File: config.mk
export PLATFORM = sky130hd
export DESIGN_NAME = acc_core
export DESIGN_NICKNAME = d
export VERILOG_FILES = /design/src/rtl/acc_core_pkg.sv /design/src/rtl/acc_mem.sv /design/src/rtl/acc_alu.sv /design/src/rtl/acc_ctrl.sv /design/src/rtl/acc_core.sv
export SDC_FILE = /design/constraint.sdc
export NUM_CORES = 1
export LEC_CHECK = 0
export ABC_AREA = 1
export ABC_CLOCK_PERIOD_IN_PS = 3300
export BUFFER_PORTS_ARGS = -buffer_cell sky130_fd_sc_hd__buf_2
export CAP_MARGIN = 20
export CORE_ASPECT_RATIO = 0.9
export CORE_MARGIN = 5
export CORE_UTILIZATION = 30
export CTS_CLUSTER_DIAMETER = 30
export DETAILED_ROUTE_END_ITERATION = 12
export GPL_TIMING_DRIVEN = 1
export HOLD_SLACK_MARGIN = 0.06
export PLACE_DENSITY_LB_ADDON = 0.15
export SLEW_MARGIN = 0
export SYNTH_ARGS = -nofsm -noshare
export SYNTH_HDL_FRONTEND = slang
export SYNTH_SLANG_ARGS = --single-unit
File: constraint.sdc
create_clock -name clk_i -period 3.3 [get_ports clk_i]
set_input_delay 0.66 -clock clk_i [delete_from_list [all_inputs] [get_ports clk_i]]
set_output_delay 0.66 -clock clk_i [all_outputs]
set_load 0.02 [all_outputs]
File: src/rtl/acc_core_pkg.sv
`timescale 1ns/1ps
package acc_core_pkg;
  localparam logic [7:0] OPC_ADD_REG = 8'h1A;
  localparam logic [7:0] OPC_ADD_IMM = 8'h1B;
  localparam logic [7:0] OPC_ADD_MEM = 8'h1C;

  localparam int unsigned FLG_Z_BIT = 0;
  localparam int unsigned FLG_S_BIT = 1;

  typedef enum logic [1:0] {
    ST_FETCH = 2'd0,
    ST_PTR   = 2'd1,
    ST_EXEC  = 2'd2
  } seq_state_e;

  typedef enum logic [1:0] {
    OP_REG  = 2'd0,
    OP_IMM  = 2'd1,
    OP_MEM  = 2'd2,
    OP_NONE = 2'd3
  } op_kind_e;
endpackage

File: src/rtl/acc_mem.sv
`timescale 1ns/1ps
module acc_mem #(
  parameter int unsigned DW = 8,
  parameter int unsigned AW = 3
) (
  input  logic          clk_i,
  input  logic          wr_en_i,
  input  logic [AW-1:0] wr_addr_i,
  input  logic [DW-1:0] wr_data_i,
  input  logic [AW-1:0] ra_addr_i,
  output logic [DW-1:0] ra_data_o,
  input  logic [AW-1:0] rb_addr_i,
  output logic [DW-1:0] rb_data_o
);
  localparam int unsigned DEPTH = 1 << AW;

  logic [DW-1:0] mem_q [DEPTH];

  // no reset: contents survive rst_ni
  always_ff @(posedge clk_i) begin
    if (wr_en_i) mem_q[wr_addr_i] <= wr_data_i;
  end

  assign ra_data_o = mem_q[ra_addr_i];
  assign rb_data_o = mem_q[rb_addr_i];
endmodule

File: src/rtl/acc_alu.sv
`timescale 1ns/1ps
module acc_alu #(
  parameter int unsigned DW = 8
) (
  input  logic [DW-1:0] a_i,
  input  logic [DW-1:0] b_i,
  output logic [DW-1:0] sum_o,
  output logic          zero_o,
  output logic          neg_o
);
  assign sum_o  = a_i + b_i;
  assign zero_o = (sum_o == '0);
  assign neg_o  = sum_o[DW-1];
endmodule

File: src/rtl/acc_ctrl.sv
`timescale 1ns/1ps
module acc_ctrl
  import acc_core_pkg::*;
#(
  parameter int unsigned DW = 8,
  parameter int unsigned AW = 3
) (
  input  logic          clk_i,
  input  logic          rst_ni,
  input  logic          hold_i,
  input  logic [DW-1:0] ra_data_i,
  input  logic [DW-1:0] rb_data_i,
  input  logic [DW-1:0] d_i,
  output logic [AW-1:0] ra_addr_o,
  output logic [AW-1:0] rb_addr_o,
  output logic [AW-1:0] pc_o,
  output logic [DW-1:0] ir_o,
  output logic [DW-1:0] opnd_o,
  output logic          acc_we_o,
  output logic          in_fetch_o,
  output logic          in_exec_o
);
  seq_state_e    st_q;
  logic [AW-1:0] pc_q, ptr_q, step;
  logic [DW-1:0] ir_q;
  op_kind_e      kind, fetch_kind;

  function automatic op_kind_e classify(input logic [DW-1:0] b);
    if      (b == DW'(OPC_ADD_REG)) return OP_REG;
    else if (b == DW'(OPC_ADD_IMM)) return OP_IMM;
    else if (b == DW'(OPC_ADD_MEM)) return OP_MEM;
    else                            return OP_NONE;
  endfunction

  assign kind       = classify(ir_q);
  assign fetch_kind = classify(ra_data_i);
  assign step       = (kind == OP_IMM || kind == OP_MEM) ? AW'(2) : AW'(1);

  assign ra_addr_o = pc_q;
  // operand port: pointer target in memory-direct execute, else byte after opcode
  assign rb_addr_o = (st_q == ST_EXEC && kind == OP_MEM) ? ptr_q : pc_q + AW'(1);

  always_comb begin
    unique case (kind)
      OP_REG:         opnd_o = d_i;
      OP_IMM, OP_MEM: opnd_o = rb_data_i;
      default:        opnd_o = '0;
    endcase
  end

  assign acc_we_o   = (st_q == ST_EXEC) && (kind != OP_NONE) && !hold_i;
  assign in_fetch_o = (st_q == ST_FETCH);
  assign in_exec_o  = (st_q == ST_EXEC);
  assign pc_o       = pc_q;
  assign ir_o       = ir_q;

  always_ff @(posedge clk_i or negedge rst_ni) begin
    if (!rst_ni) begin
      st_q  <= ST_FETCH;
      pc_q  <= '0;
      ptr_q <= '0;
      ir_q  <= '0;
    end else if (!hold_i) begin
      unique case (st_q)
        ST_FETCH: begin
          ir_q <= ra_data_i;
          st_q <= (fetch_kind == OP_MEM) ? ST_PTR : ST_EXEC;
        end
        ST_PTR: begin
          ptr_q <= rb_data_i[AW-1:0];
          st_q  <= ST_EXEC;
        end
        ST_EXEC: begin
          pc_q <= pc_q + step;
          st_q <= ST_FETCH;
        end
        default: st_q <= ST_FETCH;
      endcase
    end
  end
endmodule

File: src/rtl/acc_core.sv
`timescale 1ns/1ps
module acc_core
  import acc_core_pkg::*;
#(
  parameter int unsigned   DW    = 8,
  parameter int unsigned   AW    = 3,
  parameter logic [DW-1:0] A_RST = 8'h06,
  parameter logic [DW-1:0] D_RST = 8'h02,
  parameter logic [DW-1:0] F_RST = 8'h00
) (
  input  logic          clk_i,
  input  logic          rst_ni,
  input  logic          ld_en_i,
  input  logic [AW-1:0] ld_addr_i,
  input  logic [DW-1:0] ld_data_i,
  output logic [DW-1:0] acc_o,
  output logic [DW-1:0] dat_o,
  output logic [DW-1:0] pc_o,
  output logic [DW-1:0] ir_o,
  output logic [DW-1:0] flg_o
);
  localparam int unsigned PAD_W = DW - AW;

  logic [AW-1:0] ra_addr, rb_addr, pc;
  logic [DW-1:0] ra_data, rb_data, opnd, sum;
  logic [DW-1:0] acc_q, dat_q, flg_q, flg_d;
  logic          acc_we, zero, neg;
  logic          in_fetch, in_exec;

  acc_mem #(.DW(DW), .AW(AW)) u_mem (
    .clk_i     (clk_i),
    .wr_en_i   (ld_en_i),
    .wr_addr_i (ld_addr_i),
    .wr_data_i (ld_data_i),
    .ra_addr_i (ra_addr),
    .ra_data_o (ra_data),
    .rb_addr_i (rb_addr),
    .rb_data_o (rb_data)
  );

  acc_ctrl #(.DW(DW), .AW(AW)) u_ctrl (
    .clk_i      (clk_i),
    .rst_ni     (rst_ni),
    .hold_i     (ld_en_i),
    .ra_data_i  (ra_data),
    .rb_data_i  (rb_data),
    .d_i        (dat_q),
    .ra_addr_o  (ra_addr),
    .rb_addr_o  (rb_addr),
    .pc_o       (pc),
    .ir_o       (ir_o),
    .opnd_o     (opnd),
    .acc_we_o   (acc_we),
    .in_fetch_o (in_fetch),
    .in_exec_o  (in_exec)
  );

  acc_alu #(.DW(DW)) u_alu (
    .a_i    (acc_q),
    .b_i    (opnd),
    .sum_o  (sum),
    .zero_o (zero),
    .neg_o  (neg)
  );

  always_comb begin
    flg_d            = flg_q;
    flg_d[FLG_Z_BIT] = zero;
    flg_d[FLG_S_BIT] = neg;
  end

  always_ff @(posedge clk_i or negedge rst_ni) begin
    if (!rst_ni) begin
      acc_q <= A_RST;
      flg_q <= F_RST;
    end else if (acc_we) begin
      acc_q <= sum;
      flg_q <= flg_d;
    end
  end

  always_ff @(posedge clk_i or negedge rst_ni) begin
    if (!rst_ni) dat_q <= D_RST;
    else         dat_q <= dat_q;
  end

  assign acc_o = acc_q;
  assign dat_o = dat_q;
  assign flg_o = flg_q;
  assign pc_o  = {{PAD_W{1'b0}}, pc};
endmodule

==> flow_metrics.tcl <==
set metrics [dict create \
    status "complete, but fails checks" \
    violations "negative setup slack" \
    intPower_w 0.00306 \
    area_growth_syn_to_layout_pct 27.8 \
    hold_violations 0 \
    r2r_start "u_ctrl.ir_o[5]" \
    power_w 0.00526 \
    grt_overflow_total 0 \
    switching_share_pct 41.8 \
    sequentialPowerShare_pct 26.8 \
    fin_crit_sh_pct 113 \
    cts.sinks 89 \
    switchingPower_w 0.00220 \
    via_per_inst 4.76 \
    cts_tree "done" \
    power.leakage_nw 2.70 \
    cp.arrival_ps 3970 \
    wire_per_inst_um 16.1 \
    grt_pass1_wl_um 21500 \
    grt.busiest_layer "met2" \
    fp.dieH_um 132 \
    die_w_um 145 \
    cp.required_ps 3550 \
    fin_hold_ws_ps 307 \
    clockBufferDepth 2 \
    synth-seq-cells 89 \
    ir_drop_mv 0.445 \
    use_met1_pct 18.8 \
    maxCapViolCount 0 \
    max_freq_ghz 0.269 \
    port_buffers 34 \
    pin_count 54 \
    post_synth_num_cell_types 50 \
    first_pass_iters 5 \
    drive_above_1_share_pct 30.6 \
    path_buf_inv 3 \
    grt_pass1_vias 3906 \
    core_area_um2 16200 \
    place_congestion 0.856 \
    drtAntennaViolNets 0 \
    maxSlewHeadroom_pct 39.6 \
    drtIter0Drc 365 \
    worstMarginPinSlew_ps 896 \
    wl_um 13500 \
    avgSynthCellArea_um2 9.37 \
    antenna_found_initial 0 \
    htreeDepth 3 \
    design.die.area_um2 19200 \
    clockPowerShare_pct 19.6 \
    combPwrFrac_pct 53.6 \
    grt_max_degree 42 \
    final_core_util_pct 39.1 \
    synth.top_cells.by_area "edfxtp_1 39%, dfrtp_1 12%, nand2_1 7.3%, o21ai_0 5.4%, inv_1 3.6%" \
    crit_type "flop to flop" \
    layout_commonest_cell "nand2_1" \
    yosysSeqAreaShare_pct 51.5 \
    yosys.area.top_type "edfxtp_1" \
    cts_root_buf "clkbuf_16" \
    slowest_stage "dfrtp_2" \
    rows 44 \
    rsz0062_at_grt "yes" \
    end_kind "flop" \
    fin_ws_ps -421 \
    drc_errors 0 \
    syn-cell-area_um2 4950 \
    vias 4006 \
    clk_latency_ps 350 \
    met2_usage_pct 22.4 \
    cp_common_cell "a21oi_2" \
    finalSetupViolations 5 \
    cp_top_family "simple AND/OR/NAND/NOR gates" \
    grt_use_met3_pct 4.37 \
    grt_usage_pct 14.2 \
    crit_start "u_ctrl.ir_o[5]" \
    ys_warn_count 0 \
    period_needed_ps 3720 \
    slew_viol_final 0 \
    nets 658 \
    initial_core_util_pct 30.6 \
    slowest_delay_ps 420 \
    crit_path_start_kind "flop" \
    synthCells 528 \
    hold_buffers 0 \
    cts-buffers-inserted 9 \
    finClkSkew_ps 6.16 \
    hpwl_um 10000 \
    clk_pin_slew_worst_paths_ps 70 \
    synthDominantCellAreaShare_pct 38.8 \
    hold_path_class "input pin to asynchronous set/reset pin" \
    final_cell_mix "95 x nand2_1, 68 x buf_4, 64 x edfxtp_1" \
    powerDensity_nw_per_um2 833 \
    cp_max_fo 5 \
    antenna_cells 0 \
]
## cells by family (layout without fill, tap and decap cells)
logic type                 count (synthesis)  after routing  synth area share, %
AOI/OAI and AO/OA                        127            127                 14.9
xor gates and xnor gates                   7              7                 1.24
adders and majority gates                 15             15                 4.10
buffers and inverters                     91            179                 9.71
DFF                                       89             89                 51.5
other                                      2             19                0.152
and+or+nand+nor                          197            198                 18.3
## flip-flops by register name, indices dropped and copies added (netlist names)
signal and count:
u_mem.mem_q 64, u_ctrl.ir_o 8, u_ctrl.ptr_q 3, u_ctrl.pc_o 3, acc_o 8, flg_o 1, u_ctrl.st_q 2
## stage by stage
stage / setup slack (ps) / TNS, ps / area, um^2 / cells
floorplan: -229 / -541 / 5060 / 545
global placement: -442 / -1490 / 5690 / 806
detailed placement: -532 / -1970 / 5690 / 806
CTS: -473 / -1820 / 6140 / 836
global route: -803 / -3680 / 6320 / 841
finish: -421 / -1590 / 6320 / 841
## synthesized netlist by cell type, drive strengths merged
master and instances:
o21a 2, fa 2, a221oi 1, o22ai 5
o21bai 1, o211ai 7, o221ai 4, xor2 5
a31oi 4, o21ai 73, inv 52, nor3 1
clkbuf 5, a21oi 29, a311oi 1, nor2 45
dfrtp 23, nand4 5, ha 13, and3 1
nor4 3, nand3 35, nand3b 1, or2 5
edfxtp 64, and2 2, buf 34, xnor2 2
conb 2, nand2 99, dfstp 2
## worst register-to-register path: stages (launching register included)
cell	delay [ps]
dfrtp_2	420
nor4_4	310
inv_2	90
nor3_4	140
a21oi_2	60
inv_2	80
ha_4	160
nand3_4	130
nor2_4	170
nor2_8	50
buf_6	110
a21oi_2	80
o21ai_1	70
nand3_1	70
o21a_1	190
nor2_2	50
ha_2	180
fa_2	360
nand3_2	80
nand3_2	80
a21oi_2	140
nor2_2	60
nor2_1	140
xnor2_1	160
nor2_1	80
nand3_1	80
nand2_1	50
## power groups by stage
| stage | sequential (W) | combinational [W] | clock, W |
|---|---|---|---|
| after floorplan | 0.00152 | 0.00149 | 0 |
| after global placement | 0.00142 | 0.00245 | 0 |
| after detailed placement | 0.00142 | 0.00248 | 0 |
| after CTS | 0.00141 | 0.00268 | 0.00106 |
| after global routing | 0.00142 | 0.00309 | 0.00110 |
| final | 0.00141 | 0.00282 | 0.00103 |
## final timing paths
kind	to	slack [ps]	cells after the start
min in group clk_i	acc_o[2]	490	2
max	flg_o[0]	-420	26
min reg2reg	acc_o[2]	490	2
min	u_ctrl.pc_o[0]	310	1
max reg2reg	flg_o[0]	-420	26
max in group asynchronous	u_ctrl.ir_o[4]	2570	1
## layer usage
layer	up-vias	share of wire, %
met4	0	2.2
li1	1976	-
met1	1901	46
met2	110	46
met5	-	0
met3	19	5.9
## cell type report
type | count | area (um^2)
Fill cell | 1613 | 9860
Sequential cell | 89 | 2550
Multi-Input combinational cell | 366 | 2210
Timing Repair Buffer | 111 | 803
Tap cell | 207 | 259
Clock buffer | 9 | 225
Inverter | 52 | 203
Clock inverter | 7 | 67.6
## timing repair
action	CTS	global route
pin swaps	10	28
buffers inserted	14	5
gates resized for setup	15	34
setup endpoints to repair	6	8
cloned	0	1
(Power assumes the default switching activity.)
